===== src/rtl/dimmer_pkg.sv =====
package dimmer_pkg;
  localparam int PHASES = 14;
  localparam int CNT_W  = $clog2(PHASES);
  localparam int LVL_W  = $clog2(PHASES + 2);

  typedef struct packed {
    logic restart;
    logic advance;
  } dimStrobe_t;
endpackage


===== src/rtl/dimmer_ctrl.sv =====
module dimmer_ctrl
  import dimmer_pkg::*;
#(
  parameter int SYNC_STAGES = 2
) (
  input  logic       clk,
  input  logic       rstN,
  input  logic       stepTick,
  input  logic       zeroCrossIn,
  output dimStrobe_t strobe
);
  logic [SYNC_STAGES-1:0] syncQ;
  logic                   edgePrevQ;
  logic                   zcSynced;

  always_ff @(posedge clk) begin
    if (!rstN) begin
      syncQ     <= '0;
      edgePrevQ <= 1'b0;
    end else begin
      syncQ     <= {syncQ[SYNC_STAGES-2:0], zeroCrossIn};
      edgePrevQ <= zcSynced;
    end
  end

  assign zcSynced = syncQ[SYNC_STAGES-1];

  always_comb begin
    strobe.restart = zcSynced & ~edgePrevQ;
    strobe.advance = stepTick & ~strobe.restart;
  end

  // a detected rise lasts exactly one cycle
  assert_restart_single_R4: assert property (@(posedge clk) disable iff (!rstN)
    strobe.restart |=> !strobe.restart);

  // no restart while the synchronized level is falling or steady low
  assert_no_restart_on_fall_R5: assert property (@(posedge clk) disable iff (!rstN)
    !zcSynced |-> !strobe.restart);
endmodule


===== src/rtl/dimmer_datapath.sv =====
module dimmer_datapath
  import dimmer_pkg::*;
#(
  parameter int NPH  = PHASES,
  parameter int CW   = CNT_W,
  parameter int LW   = LVL_W
) (
  input  logic          clk,
  input  logic          rstN,
  input  dimStrobe_t    strobe,
  input  logic [LW-1:0] levelIn,
  output logic [NPH-1:0] phaseOut,
  output logic [CW-1:0] stepCount,
  output logic          lampOut
);
  localparam logic [CW-1:0] LAST_STEP = CW'(NPH - 1);
  localparam logic [LW-1:0] FULL_ON   = LW'(NPH + 1);

  logic [NPH-1:0] phaseQ;
  logic [CW-1:0]  countQ;
  logic [LW-1:0]  levelQ;
  logic [NPH:0]   pickVec;

  always_ff @(posedge clk) begin
    if (!rstN) begin
      phaseQ <= '0;
      countQ <= '0;
      levelQ <= '0;
    end else if (strobe.restart) begin
      phaseQ <= '0;
      countQ <= '0;
      levelQ <= levelIn;
    end else if (strobe.advance) begin
      phaseQ <= {phaseQ[NPH-2:0], 1'b1};
      if (countQ != LAST_STEP) countQ <= countQ + 1'b1;
    end
  end

  // one candidate per code: slot 0 is dark, slot n takes phase bit NPH-n
  assign pickVec[0] = 1'b0;
  for (genvar n = 1; n <= NPH; n++) begin : g_pick
    assign pickVec[n] = phaseQ[NPH-n];
  end

  always_comb begin
    lampOut = 1'b0;
    if (levelQ >= FULL_ON) lampOut = 1'b1;
    else begin
      for (int n = 0; n <= NPH; n++) begin
        if (levelQ == LW'(n)) lampOut = pickVec[n];
      end
    end
  end

  assign phaseOut  = phaseQ;
  assign stepCount = countQ;

  assert_count_bound_R2: assert property (@(posedge clk) disable iff (!rstN)
    countQ <= LAST_STEP);

  assert_count_saturate_R2: assert property (@(posedge clk) disable iff (!rstN)
    (strobe.advance && countQ == LAST_STEP) |=> countQ == LAST_STEP);

  assert_phase_thermo_R3: assert property (@(posedge clk) disable iff (!rstN)
    (phaseQ & (phaseQ + 1'b1)) == '0);

  assert_restart_clears_R4: assert property (@(posedge clk) disable iff (!rstN)
    strobe.restart |=> (countQ == '0 && phaseQ == '0));

  assert_level_hold_R6: assert property (@(posedge clk) disable iff (!rstN)
    !strobe.restart |=> $stable(levelQ));

  assert_full_on_R7: assert property (@(posedge clk) disable iff (!rstN)
    levelQ == FULL_ON |-> lampOut);
endmodule


===== src/rtl/mains_dimmer.sv =====
module mains_dimmer
  import dimmer_pkg::*;
(
  input  logic              clk,
  input  logic              rstN,
  input  logic              stepTick,
  input  logic              zeroCrossIn,
  input  logic [LVL_W-1:0]  levelIn,
  output logic [PHASES-1:0] phaseOut,
  output logic [CNT_W-1:0]  stepCount,
  output logic              lampOut
);
  dimStrobe_t strobe;

  dimmer_ctrl #(.SYNC_STAGES(2)) i_ctrl (
    .clk        (clk),
    .rstN       (rstN),
    .stepTick   (stepTick),
    .zeroCrossIn(zeroCrossIn),
    .strobe     (strobe)
  );

  dimmer_datapath #(.NPH(PHASES), .CW(CNT_W), .LW(LVL_W)) i_dp (
    .clk      (clk),
    .rstN     (rstN),
    .strobe   (strobe),
    .levelIn  (levelIn),
    .phaseOut (phaseOut),
    .stepCount(stepCount),
    .lampOut  (lampOut)
  );
endmodule


===== config.mk =====
export PLATFORM = sky130hd
export DESIGN_NAME = mains_dimmer
export DESIGN_NICKNAME = d
export VERILOG_FILES = /design/src/rtl/dimmer_pkg.sv /design/src/rtl/dimmer_ctrl.sv /design/src/rtl/dimmer_datapath.sv /design/src/rtl/mains_dimmer.sv
export SDC_FILE = /design/constraint.sdc
export NUM_CORES = 1
export LEC_CHECK = 0
export BUFFER_PORTS_ARGS = -buffer_cell sky130_fd_sc_hd__buf_2
export CAP_MARGIN = 10
export CORE_AREA = 5 5 54 56
export CTS_BUF_LIST = sky130_fd_sc_hd__clkbuf_8
export DETAILED_ROUTE_END_ITERATION = 12
export DIE_AREA = 0 0 59 61
export PLACE_DENSITY = 0.75
export SLEW_MARGIN = 15
export SYNTH_ARGS = -nofsm -noshare
export SYNTH_HDL_FRONTEND = slang
export SYNTH_HIERARCHICAL = 1
export SYNTH_SLANG_ARGS = --single-unit

===== constraint.sdc =====
create_clock -name clk -period 1.39 [get_ports clk]
set_input_delay 0.0695 -clock clk [delete_from_list [all_inputs] [get_ports clk]]
set_output_delay 0.0695 -clock clk [all_outputs]
set_load 0.1 [all_outputs]

=== After elaboration in Yosys (flattened, before gate mapping) ===
Index checks and enable logic that the tools add are counted.
Widths: inputs -> output; s select.

* Logic and storage cells: 44
* Flip-flop bits (word level): 25

* Multiplexer cells: 15
* Bitwise logic cells: 5
* $lt $le $gt $ge: 1
* $add $sub $neg: 1
* Reduce and logical (&&, ||, !) cells: 2
* Eq/ne operators: 15

{| class="wikitable"
|+ Operators with widths
! operator !! count
|-
| $eq 4x4->1 const B || 7
|-
| $eq 4x3->1 const B || 4
|-
| $mux 1 || 15
|-
| $eq 4x2->1 const B || 2
|-
| $add 4x1->4 const B || 1
|-
| $eq 4x1->1 const B || 1
|-
| $ge 4x4->1 const B || 1
|-
| $ne 4x4->1 const B || 1
|-
| $not 1->1 || 3
|-
| $and 1x1->1 || 2
|-
| $reduce_and 2->1 || 1
|-
| $reduce_or 2->1 || 1
|}

=== Depth between registers and ports, before layout ===
Gate-level depths: netlist of the first run.

* Depth in word-level cells: 16
* Gate-level depth with buffers: 6
* Mapped depth without buffers: 6

=== Cells and area by module ===
The synthesis of the first run kept the hierarchy.

{| class="wikitable"
|+ By module, submodules not included
! module !! seq. area each (µm²) !! times used !! area an instance (µm²) !! cells an instance
|-
| dimmer_datapath || 440.4 || 1 || 1019.7 || 103
|-
| dimmer_ctrl || 60.1 || 1 || 102.6 || 8
|}

=== Worst setup path after synthesis of the first run ===
OpenSTA, ideal clock, no wires.

* Kind: register -> output
* From: register i_dp.phaseQ[10], in the netlist i_dp/phaseOut[10]
* To: output lampOut
* Setup slack: -0.910 ns
* Arrival: 2.231 ns
* Required time: 1.321 ns
* Stages on the path, launching flop included: 5
* Cell sequence: dfxtp_1 nor3_1 nor3_1 a21oi_1 o211ai_2

* Word-level cells in the longest chain between the ends: 12

{| class="wikitable"
|+ RTL lines
! what !! line !! source
|-
| from (decl) || dimmer_datapath.sv:19 || <nowiki>logic [NPH-1:0] phaseQ;</nowiki>
|-
| from (signal assigned) || dimmer_datapath.sv:34 || <nowiki>phaseQ <= {phaseQ[NPH-2:0], 1'b1};</nowiki>
|-
| $mux 1 (11 in series) || dimmer_datapath.sv:50 || <nowiki>if (levelQ == LW'(n)) lampOut = pickVec[n];</nowiki>
|-
| $mux 1 || dimmer_datapath.sv:47 || <nowiki>if (levelQ >= FULL_ON) lampOut = 1'b1;</nowiki>
|-
| to (decl) || mains_dimmer.sv:11 || <nowiki>output logic lampOut</nowiki>
|}

No other way between the ends.

=== Final worst setup path of the first run ===
* From: register i_dp.levelQ[0]
* To: output lampOut

* Word-level cells in the longest chain between the ends: 16
* Elaborated cells between the ends (all ways): 30
* Classes of those cells: order compare: 1; eq/ne: 14; mux: 15

{| class="wikitable"
|+ RTL lines
! what !! line !! source
|-
| from (decl) || dimmer_datapath.sv:21 || <nowiki>logic [LW-1:0] levelQ;</nowiki>
|-
| from (signal assigned) || dimmer_datapath.sv:32 || <nowiki>levelQ <= levelIn;</nowiki>
|-
| $eq 4x1->1 || dimmer_datapath.sv:50 ||
|-
| $mux 1 (14 in series) || dimmer_datapath.sv:50 ||
|-
| $mux 1 * || dimmer_datapath.sv:47 ||
|}

Mark *: on every way between the ends. The rest lies on a longest branch, timed or not.

==> metrics.txt, run 1 <==
status complete, but fails checks; failing checks negative setup slack; CP Data Arrival Time 1670 ps; All-Layer GR Usage 14.39%; Reg clk slew, reported paths 80 ps; Synth Instances 111; Setup CP Type reg -> out; syn avg cell area 10.11 µm²; I/O pins 27; Initial Util 47.01%; CTS Sinks 25; I/O Buffers 26; DRT Pass-1 Iters 4; core area 2387 µm²; Antenna Nets Post-Route 0; 1st-iter DRT viols 10; initial antenna violation count 0; Final WS setup -353.5 ps; # DRC 0; Clock Latency Late Sink 260 ps; Final period util 125.4%; die area 3599 µm²; Fin. Hold Viols 0; Via density 5.064; worst path cell trace mux4_2 > nor2b_1 > or3_4 > o211ai_4 > buf_12; placed cell areas 1398 µm²; crit-path max cell delay 490 ps; Lkg Pwr 0.6558 nW; largest net degree at the start of global routing 20; CP Max Fanout 4; Synth Net Count 121; Nets 154; Least-Margin Pin Slew 498.7 ps; most used routing layer in global routing met2; final non-filler cell total 173; Die Ht 61 µm; routing usage on met3 3.617%; final non-filler cell area 1451 µm²; skew final 2.207 ps; Clock Tree Buf Depth 2; cell area after synthesis 1122 µm²; Worst Hold Class in -> reg; post-synthesis register bit count 25; layout cells sized above 1 47.55%; slew margin rel. 66.98%; row count 18; Max VDD drop 522.4 µV; setup_tns -353.5 ps; die span in x 59 µm; grt total ovfl 0; Diodes inserted 0; post-CTS setup buffers 0; Main synth FF type dfxtp_1; CTS tree built; met2 Use GR 24.13%; max-slew violation count 0; Synth-to-Final Area Change 29.32%; CTS buffer count 3; H-tree Lvls 1; Crit. End Element output port; Worst Setup Start Kind flop; WL per Instance 14.03 µm; most frequent cells after synthesis dfxtp_1, nor2_1, mux2i_1; most frequent cell after synthesis dfxtp_1; WP data required 1320 ps; gpl congestion 0.8529; pwr dens 942.2 nW/µm²; Final HPWL DP 1.835 mm; post-route minimum period 1744 ps; Cell Count Post-Placement 169; Hold WS 17.35 ps; Seq/Total Area, Yosys 44.59%; final WL 2.427 mm; ranking of synthesized cells by area dfxtp_1, mux2i_1, nor2_1; share of async-settable or async-resettable flops after synthesis 0%; YS warnings 6; leading area contributor after synthesis dfxtp_1; slowest CP cell mux4_2; Fill cells 223; vias in the first global route 845; Max Clock Freq 573.6 MHz; max-cap violations 0; # hold bufs at CTS 0; GR Util met1 17.58%; DR vias 876; Setup Viol. Count Final 1; Post-synth EDFFs 0; Cell variety after synth 31; CTS root buffer clkbuf_8; RSZ-0062 raised after global routing true; first-pass GRT wire length 3.843 mm; area fraction of the dominant cell type after synthesis 44.59%
==> power by group <==
part | switching [W] | internal (W) | total [W]
clock network | 0.000208 | 0.000197 | 0.000406
registers | 0.0000212 | 0.000713 | 0.000734
logic | 0.000152 | 0.0000757 | 0.000228
==> layer usage <==
metal / vias to the layer above / wire, µm
met2: 18 / 1217
li1: 440 / -
met3: 4 / 114
met5: - / 0
met1: 414 / 1068
met4: 0 / 27
==> cell usage in the layout, fill, tap and decap left out, types with 2 or more instances in the layout <==
cell / instances
buf_4: 9
dfxtp_2: 6
inv_1: 2
nand3_1: 4
nor2b_1: 7
and2_1: 2
clkbuf_8: 3
mux2i_1: 17
xor2_1: 3
nand2_1: 2
buf_12: 2
o21ai_0: 2
a21oi_1: 2
nor3_1: 2
ha_1: 2
nor2_1: 20
dfxtp_1: 5
buf_2: 25
dfxtp_4: 14
==> worst max-delay path, delay by kind of cell, from the launching register on <==
family                 cells  cell delay (ps)
multiplexers               1              490
flip-flops                 1              370
AND/OR/NAND/NOR            2              290
buffers and inverters      1              180
AO/OA/AOI/OAI              1               70
==> flip-flops by register name (all words and copies together), names as in the netlist <==
name	flops
i_ctrl/edgePrevQ	1
i_dp/levelQ	4
i_ctrl/syncQ	2
i_dp/stepCount	4
i_dp/phaseOut	14
==> layout make-up <==
cell class	instances	area [µm²]	area share, %
multi-input combinational	77	571.8	39.40
clock inverter	1	3.754	0.2586
clock buffer	3	41.29	2.845
tap	30	37.54	2.586
timing repair buffer	36	232.7	16.03
sequential	25	560.5	38.62
inverter	1	3.754	0.2586
==> per-stage QoR <==
stage | setup slack (ps) | util (%) | power, W
global route | -412.1 | 60.80 | 0.001433
detailed placement | -107.8 | 58.54 | 0.0009776
global placement | -67.11 | 58.54 | 0.0009686
CTS | -363.6 | 60.53 | 0.001380
finish | -353.5 | 60.80 | 0.001368
floorplan | -203.8 | - | 0.0009236
==> logic make-up (layout without fill, tap and decap cells) <==
kind of cell | Yosys count | in the layout | synth area share, %
AOI/OAI and AO/OA | 9 | 9 | 5.909
xor gates and xnor gates | 3 | 3 | 2.342
adders and majority gates | 2 | 2 | 2.229
buffers and inverters | 9 | 41 | 6.242
DFF | 25 | 25 | 44.59
muxes | 19 | 19 | 18.51
and+or+nand+nor | 44 | 44 | 20.18
==> final timing paths <==
check	start	end	slack [ps]	cells after the start
max	i_dp/levelQ[0]	lampOut	-350	5
min	zeroCrossIn	i_ctrl/syncQ[0]	20	2
max reg2reg	i_ctrl/syncQ[1]	i_dp/stepCount[1]	190	5
min reg2reg	i_ctrl/syncQ[0]	i_ctrl/syncQ[1]	450	1
==> repair_timing <==
action / in CTS / in global routing
setup endpoints to repair: 1 / 1
gates resized for setup: 2 / 1
pin swaps: 4 / 0
cloned: 0 / 0
(Power assumes the default switching activity.)
==> run 2: changes to the inputs <==
- CORE_AREA: 5 5 54 56 -> 5 5 52 54
- DIE_AREA: 0 0 59 61 -> 0 0 57 59
- PLACE_DENSITY: 0.75 -> 0.78
- clock period: 1.39 -> 1.8 ns (I/O delays scaled with it)
==> run 2 against run 1 <==
Effect of this change:
- sequential share of layout area decreased by 0.21 points
- sequential power decreased by 21%
- critical path depth did not move
- core utilization up 2.4 points
- critical path type unchanged
- clock skew rose by 0.69 ps
- wire length decreased by 11%
- sequential cell count unchanged
- final area fell by 5.5%
- first-iteration DRC count increased by 40%
- clock power is 22% lower
- the run now ends clean
==> metrics.txt, run 2 (synthesis results as in run 1) <==
status finished, final reports clean; vias in the first global route 804 (-4.9%); Initial Util 51.73% (+4.7 points); RSZ-0062 raised after global routing true; grt total ovfl 0 (unchanged); final non-filler cell total 167 (-3.5%); slowest CP cell mux4_2; Reg clk slew, reported paths 80 ps (about the same); initial antenna violation count 0 (unchanged); Clock Latency Late Sink 260 ps (about the same); CTS root buffer clkbuf_8; Cell Count Post-Placement 159 (-5.9%); Nets 150 (-2.6%); Max Clock Freq 563.2 MHz; WL per Instance 12.87 µm (-8.3%); max-cap violations 0 (unchanged); 1st-iter DRT viols 14 (+4); Final HPWL DP 1.556 mm (-15%); Lkg Pwr 0.6371 nW (-2.9%); die span in x 57 µm (-3.4%); WP data required 1710 ps (+390 ps); DRT Pass-1 Iters 4 (unchanged); Diodes inserted 0 (unchanged); total chip power 0.001063 W (-22%); worst path cell trace mux4_2 > nor2b_1 > or3_4 > o211ai_4 > buf_12; pre-CTS WS 173.6 ps (+281.4 ps); Setup Viol. Count Final 0 (-1); Die Ht 59 µm (-3.3%); Worst Setup Start Kind flop; slew margin rel. 67.64% (+0.66 points); gpl congestion 0.8485 (-0.52%); Synth-to-Final Area Change 22.19%; Via density 5.090 (+0.52%); post-route minimum period 1776 ps; skew final 2.894 ps (+0.6879 ps); layout cells sized above 1 42.45% (-5.1 points); CTS Sinks 25 (unchanged); core area 2170 µm² (-9.1%); largest net degree at the start of global routing 20 (unchanged); setup_tns 0 ps (+353.5 ps); most common cell after layout, fill and taps aside buf_2; # DRC 0 (unchanged); H-tree Lvls 1 (unchanged); die area 3363 µm² (-6.6%); Max VDD drop 528.0 µV (+1.1%); Final period util 98.65%; row count 17 (-1); Worst Hold Class in -> reg; CTS buffer count 3 (unchanged); first-pass GRT wire length 3.553 mm (-7.5%); fin util 63.21% (+2.4 points); Setup CP Type reg -> out; crit-path max cell delay 500 ps (about the same); pwr dens 775.2 nW/µm² (-18%); All-Layer GR Usage 13.19% (-1.2 points); Final WS setup 24.31 ps (+377.8 ps); max FFs per register 14 (unchanged); CP Data Arrival Time 1690 ps (+20 ps); CP Max Fanout 6 (+2); Fin. Hold Viols 0 (unchanged); I/O Buffers 26 (unchanged); I/O pins 27 (unchanged); final WL 2.149 mm (-11%); Clock Tree Buf Depth 2 (unchanged); Crit. End Element output port; max-slew violation count 0 (unchanged); Least-Margin Pin Slew 488.7 ps (-10.02 ps); DR vias 850 (-3.0%); most frequent cells in the layout buf_2, nor2_1, mux2i_1, dfxtp_2, dfxtp_1; Antenna Nets Post-Route 0 (unchanged); CTS tree built
run 2: layout make-up:
class,instances,area (µm²)
tap,28,35.03
multi-input combinational,77,565.5
fill,195,798.3
sequential,25,526.8
timing repair buffer,32,195.2
inverter,1,3.754
clock inverter,1,3.754
clock buffer,3,41.29
run 2: final timing paths:
kind | to | start | slack (ps) | cells after the start
max reg2reg | i_dp/stepCount[2] | i_ctrl/syncQ[1] | 510 | 6
min | i_ctrl/syncQ[0] | zeroCrossIn | 30 | 2
max | lampOut | i_dp/levelQ[0] | 20 | 5
min reg2reg | i_ctrl/syncQ[1] | i_ctrl/syncQ[0] | 450 | 1
run 2: power breakdown:
part,leakage (nW),total (W),internal [W],switching [W]
logic,0.398,0.000164,0.0000521,0.000112
registers,0.212,0.000581,0.000566,0.0000156
clock network,0.0269,0.000317,0.000152,0.000165
total,0.637,0.00106,0.000770,0.000293
run 2: critical path, delay by kind of cell, from the launching register on:
| kind | cells | cell delay (ps) |
|---|---|---|
| buf+inv | 1 | 180 |
| mux | 1 | 500 |
| simple gates | 2 | 280 |
| compound gates | 1 | 70 |
| flops | 1 | 380 |
run 2: metal layers:
layer	GRT usage [%]	routed length, µm	vias up
met2	23.98	1062	21
met4	4.967	21	0
li1	-	-	432
met5	0	0	-
met1	15.53	967	394
met3	2.179	97	3
run 2: timing repair:
item	in CTS	in global routing
resized for setup	4	1
hold buffers	0	0
setup buffers	2	2
setup endpoints to repair	1	1
pin swaps	1	0
run 2: metrics by stage:
stage	instance area (µm²)	hold slack, ps
floorplan	1150	211.7
global placement	1279	293.2
detailed placement	1279	305.4
CTS	1346	29.36
global route	1371	43.40
finish	1371	29.17
